--- src/rtl/prio_pkg.sv ---
package prio_pkg;
  localparam int unsigned SLICE_W    = 8;
  localparam int unsigned NUM_SLICES = 4;
  localparam int unsigned POS_W      = $clog2(SLICE_W);
  localparam int unsigned GRP_W      = $clog2(NUM_SLICES);
  localparam int unsigned TOTAL_W    = SLICE_W * NUM_SLICES;
  localparam int unsigned INDEX_W    = POS_W + GRP_W;
endpackage

--- src/rtl/prio_slice.sv ---
module prio_slice #(
  parameter int unsigned WIDTH = 8,
  localparam int unsigned PW = $clog2(WIDTH)
) (
  input  logic             en_i,
  input  logic [WIDTH-1:0] req_i,
  output logic [PW-1:0]    pos_o,
  output logic             hit_o,
  output logic             idle_o
);
  logic [PW-1:0] scan_pos;
  logic          any_req;

  always_comb begin
    scan_pos = '0;
    for (int i = 0; i < int'(WIDTH); i++) begin
      if (req_i[i]) scan_pos = PW'(i);
    end
  end

  assign any_req = |req_i;
  assign pos_o   = en_i ? scan_pos : '0;
  assign hit_o   = en_i & any_req;
  assign idle_o  = en_i & ~any_req;

  always_comb begin
    if (!en_i) AST_SLICE_QUIET: assert (pos_o == '0 && !hit_o && !idle_o);
    AST_SLICE_EXCL: assert (!(hit_o && idle_o));
    if (hit_o) AST_SLICE_TOP: assert ((req_i >> pos_o) == WIDTH'(1));
  end
endmodule

--- src/rtl/prio_merge.sv ---
module prio_merge #(
  parameter int unsigned NS = 4,
  parameter int unsigned PW = 3,
  localparam int unsigned GW = (NS > 1) ? $clog2(NS) : 1
) (
  input  logic [NS-1:0][PW-1:0] pos_i,
  input  logic [NS-1:0]         hit_i,
  output logic [GW+PW-1:0]      idx_o,
  output logic                  hit_o
);
  logic [PW-1:0] low_bits;
  logic [GW-1:0] grp_bits;

  always_comb begin
    low_bits = '0;
    grp_bits = '0;
    for (int s = 0; s < int'(NS); s++) begin
      low_bits = low_bits | pos_i[s];
      if (hit_i[s]) grp_bits = grp_bits | GW'(s);
    end
  end

  assign idx_o = {grp_bits, low_bits};
  assign hit_o = |hit_i;

  always_comb begin
    AST_ONE_GROUP: assert ($onehot0(hit_i));
  end
endmodule

--- src/rtl/prio_cascade.sv ---
module prio_cascade
  import prio_pkg::*;
(
  input  logic               en_i,
  input  logic [TOTAL_W-1:0] req_i,
  output logic [INDEX_W-1:0] idx_o,
  output logic               hit_o,
  output logic               idle_o
);
  logic [NUM_SLICES-1:0][POS_W-1:0] sl_pos;
  logic [NUM_SLICES-1:0]            sl_hit;
  logic [NUM_SLICES-1:0]            sl_idle;
  logic [NUM_SLICES-1:0]            sl_en;

  for (genvar s = 0; s < NUM_SLICES; s++) begin : g_slice
    if (s == NUM_SLICES - 1) begin : g_top
      assign sl_en[s] = en_i;
    end else begin : g_chain
      assign sl_en[s] = sl_idle[s+1];
    end

    prio_slice #(.WIDTH(SLICE_W)) u_slice (
      .en_i  (sl_en[s]),
      .req_i (req_i[s*SLICE_W +: SLICE_W]),
      .pos_o (sl_pos[s]),
      .hit_o (sl_hit[s]),
      .idle_o(sl_idle[s])
    );
  end

  prio_merge #(.NS(NUM_SLICES), .PW(POS_W)) u_merge (
    .pos_i(sl_pos),
    .hit_i(sl_hit),
    .idx_o(idx_o),
    .hit_o(hit_o)
  );

  assign idle_o = sl_idle[0];

  always_comb begin
    if (hit_o) AST_WINNER_TOP: assert ((req_i >> idx_o) == TOTAL_W'(1));
    AST_HIT_MATCH: assert (hit_o == (en_i && req_i != '0));
    AST_IDLE_MATCH: assert (idle_o == (en_i && req_i == '0));
    if (!en_i) AST_OFF_ZERO: assert (idx_o == '0 && !hit_o && !idle_o);
    if (idle_o) AST_IDLE_IDX: assert (idx_o == '0);
  end
endmodule

--- config.mk ---
export PLATFORM = sky130hd
export DESIGN_NAME = prio_cascade
export DESIGN_NICKNAME = d
export VERILOG_FILES = /design/src/rtl/prio_pkg.sv /design/src/rtl/prio_slice.sv /design/src/rtl/prio_merge.sv /design/src/rtl/prio_cascade.sv
export SDC_FILE = /design/constraint.sdc
export NUM_CORES = 1
export LEC_CHECK = 0
export BUFFER_PORTS_ARGS = -buffer_cell sky130_fd_sc_hd__buf_2
export CAP_MARGIN = 5
export CORE_AREA = 4 4 41 43
export DETAILED_ROUTE_END_ITERATION = 7
export DIE_AREA = 0 0 45 47
export PLACE_DENSITY = 0.75
export SLEW_MARGIN = 30
export SYNTH_ARGS = -nofsm -noshare
export SYNTH_HDL_FRONTEND = slang
export SYNTH_SLANG_ARGS = --single-unit
--- constraint.sdc ---
create_clock -name vclk -period 4.5
set_input_delay 0.675 -clock vclk [all_inputs]
set_output_delay 0.675 -clock vclk [all_outputs]
set_load 0.01 [all_outputs]
# After elaboration in Yosys (flattened, before gate mapping)
# Index checks and enable logic that the tools add are counted.
# word_totals
reg_bits	0
latchBits	0
ramBits	0
mem_bits_ro	0
input_bits	33
mem_count	0
# classes
add_sub_neg	0
mul	0
div_mod_pow	0
n_lt_le_gt_ge	0
n_eq_ne	0
shift	0
muxes	35
bitwise	15
n_reduce_logical	5
# ops
op	n
$mux W3	20
$reduce_or A8 Y1	4
$mux W2	10
$or A3 B3 Y3	3
$and A1 B1 Y1	8
$mux W1	5
$not A1 Y1	4
$reduce_or A4 Y1	1

# Depth between registers and ports, before layout
# depth
ltp_word	11
ltp_mapped	5
depth_no_buf	5

# Hierarchy
# From an unflattened synthesis, not the netlist that was laid out.
# unflattened
cells_unflattened	66
area_unflattened_um2	382.9
# modules_own_cells
mod	n_inst	cells_per_inst	area_per_inst_um2	seq_area_each_um2
prio_slice	4	15	85.1	0.0
prio_merge	1	6	42.5	0.0

# Worst setup path after synthesis
# No wires, ideal clock.
# synth_timing
path_kind	input-to-output
startpoint	input port req_i[13]
endpoint	output port idx_o[1]
arrival_ps	1965
path_slack_ps	1860
path_stages	5
cell_sequence	or4_4 > nor4b_4 > o31a_2 > o41ai_1 > a21boi_1
# synth_via
elab_chain_len	7
# synth_rtl
item	line_no	source
from (decl)	prio_cascade.sv:5	input logic [TOTAL_W-1:0] req_i,
$reduce_or A8 Y1 / $mux W3 (equally long branches)	prio_slice.sv:21, prio_slice.sv:17	
$not A1 Y1 / $mux W3 (equally long branches)	prio_slice.sv:24, prio_slice.sv:17	
$and A1 B1 Y1 / $mux W3 (equally long branches)	prio_slice.sv:24, prio_slice.sv:17	
$mux W3	prio_slice.sv:22	assign pos_o = en_i ? scan_pos : '0;
$or A3 B3 Y3 * (3 in series)	prio_merge.sv:18	low_bits = low_bits | pos_i[s];
to (decl)	prio_cascade.sv:6	output logic [INDEX_W-1:0] idx_o,
# Every way passes the cells marked *; elsewhere a longest branch is shown, timed or not.

# Worst setup path after layout
# Ends and elaborated chain as after synthesis.

==> flow_summary.json <==
{
  "drive_gt1_share_pct": 44.6,
  "max_slew_margin_pct": 68.4,
  "stdcell_area_um2": 577,
  "fill_cells": 141,
  "worstMarginPinSlew_ps": 469,
  "worstPathRequired_ps": 3830,
  "place_area_um2": 577,
  "dp_hpwl_mm": 1.12,
  "fin_crit_sh_pct": 63.9,
  "synth_common_cells": "nor2_1 (12), a21oi_1 (6), inv_1 (6), nor4_1 (6), nand2_1 (4)",
  "layout.nets": 136,
  "area_delta_synth_final_pct": 61.2,
  "rsz0062_at_grt": "false",
  "p_int_mw": 0.0200,
  "grt_max_degree": 9,
  "drv_slew": 0,
  "peakVddDrop_mv": 0.0285,
  "antenna_found_initial": 0,
  "seq_cells": 0,
  "swShare_pct": 49.7,
  "power.switching_mw": 0.0197,
  "yosysTopAreaCell": "nor2_1",
  "clkbuf_count": 0,
  "avgSynthCellArea_um2": 5.87,
  "fmaxAchievable_mhz": 348,
  "setup_viol": 0,
  "finalHoldViolCount": 0,
  "status": "finished clean",
  "seq_area_frac_synth_pct": 0,
  "max_cap_violations": 0,
  "dieArea_mm2": 0.00212,
  "power_density_mw_per_mm2": 68.8,
  "arrival_ps": 2200,
  "grt_first_pass_wirelength_mm": 1.81,
  "ctsHoldBuffers": 0,
  "synth_top_cell_area_share_pct": 12.6,
  "drt-vias-per-instance": 5.06,
  "first_pass_iters": 3,
  "ant_nets": 0,
  "crit_path_start_kind": "primary input",
  "seqPwrFrac_pct": 0,
  "syn_inst": 61,
  "n_antenna_cell": 0,
  "ys_types": 23,
  "grt_overflow": 0,
  "p_leak_nw": 0.285,
  "die_y_um": 47,
  "p_comb_share_pct": 100.0,
  "postCtsResizedCells": 0,
  "route.detailed.wl_per_inst_um": 10.2,
  "grtUsageTotal_pct": 10.6,
  "io_pins": 40,
  "io_buffers": 40,
  "gp_congestion": 0.765,
  "critPathMaxFanout": 4,
  "setup.worst_path.start": "req_i[13]",
  "regArea_um2": 0,
  "row_count": 13,
  "end_kind": "primary output",
  "setup_tns_ps": 0,
  "yosysWarnings": 0,
  "path_class": "in -> out",
  "die_x_um": 45,
  "core_area_mm2": 0.00130,
  "cp-endpoint": "idx_o[1]",
  "grt_pass1_vias": 491,
  "synth_nets": 94,
  "yosysMostFrequentCell": "nor2_1",
  "pwr-share-clk_pct": 0,
  "post-cts-setup-buffer-count": 0,
  "syn_area_um2": 358,
  "initial_core_util_pct": 27.5,
  "drt_iter0_markers": 3,
  "period_needed_ps": 2880,
  "synth_area_leaders": "nor2_1 (13%), nor4_1 (10%), a21oi_1 (8.4%), nor4b_4 (6.6%), inv_1 (6.3%)",
  "hold_depth": 4,
  "drc": 0,
  "vias": 587,
  "hold_path_class": "in -> out",
  "finalWirelength_mm": 1.18
}
per-layer routing:
metal / share of wire, % / vias up / track usage (%)
li1: - / 315 / -
met1: 39 / 252 / 11.5
met2: 51 / 20 / 22.3
met3: 10 / 0 / 1.92
met4: 0 / 0 / 0
met5: 0 / - / 0
critical path: stages:
cell      delay (ps)
buf_2            110
or4_4            550
nor4b_4          310
o31a_2           200
o41ai_1           80
a21boi_1         130
buf_2            140
worst min-delay path by stage:
stage / start / endpoint / slack, ps
global route: en_i / idx_o[3] / 1740
floorplan: en_i / idx_o[3] / 1460
detailed placement: req_i[31] / idx_o[0] / 1710
global placement: req_i[31] / idx_o[0] / 1700
finish: req_i[31] / idx_o[0] / 1710
CTS: req_i[31] / idx_o[0] / 1710
cell usage in the layout (no fill, tap or decap):
master	Yosys	final
o221ai_1	1	1
o21ai_0	3	3
or4_4	1	1
nand2_1	4	4
inv_1	6	6
a21oi_1	6	6
o21a_1	1	1
nand3_1	1	1
nor2_1	12	12
o31a_2	1	1
o31ai_1	2	2
o21bai_1	1	1
nor4_1	6	6
o41ai_1	1	1
nand2_2	1	1
and2_1	2	2
nor4b_4	1	1
a21boi_0	1	1
nor3_1	3	3
a221oi_1	2	2
and4_2	1	1
a21boi_1	1	1
nor2b_1	3	3
buf_2	0	40
cells by family (layout without fill, tap and decap cells):
kind of cell           count (synthesis)  in the layout  synth area share (%)
buffers and inverters                  6             46                  6.29
AO/OA/AOI/OAI                         20             20                  37.8
AND/OR/NAND/NOR                       35             35                  55.9
power groups by stage:
stage	registers, mW	logic (mW)	clock network [mW]
final	0	0.0397	0
after global placement	0	0.0394	0
after floorplan	0	0.0147	0
after global routing	0	0.0443	0
after detailed placement	0	0.0400	0
after CTS	0	0.0401	0
metrics by stage:
stage / worst slack (ps) / instances / hold slack, ps / total power [mW] / utilization [%]
after floorplan: 1860 / 61 / 1460 / 0.0147 / -
after global placement: 1650 / 116 / 1700 / 0.0394 / 44.3
after detailed placement: 1610 / 116 / 1710 / 0.0400 / 44.3
after CTS: 1610 / 116 / 1710 / 0.0401 / 44.3
after global routing: 1530 / 116 / 1740 / 0.0443 / 44.3
final: 1620 / 116 / 1710 / 0.0397 / 44.3
layout make-up:
cell class	instances	area, um^2	area share (%)
Multi-Input combinational cell	55	335	58.1
Inverter	6	22.5	3.90
Tap cell	15	18.8	3.25
Timing Repair Buffer	40	200	34.7
(Power assumes the default switching activity.)
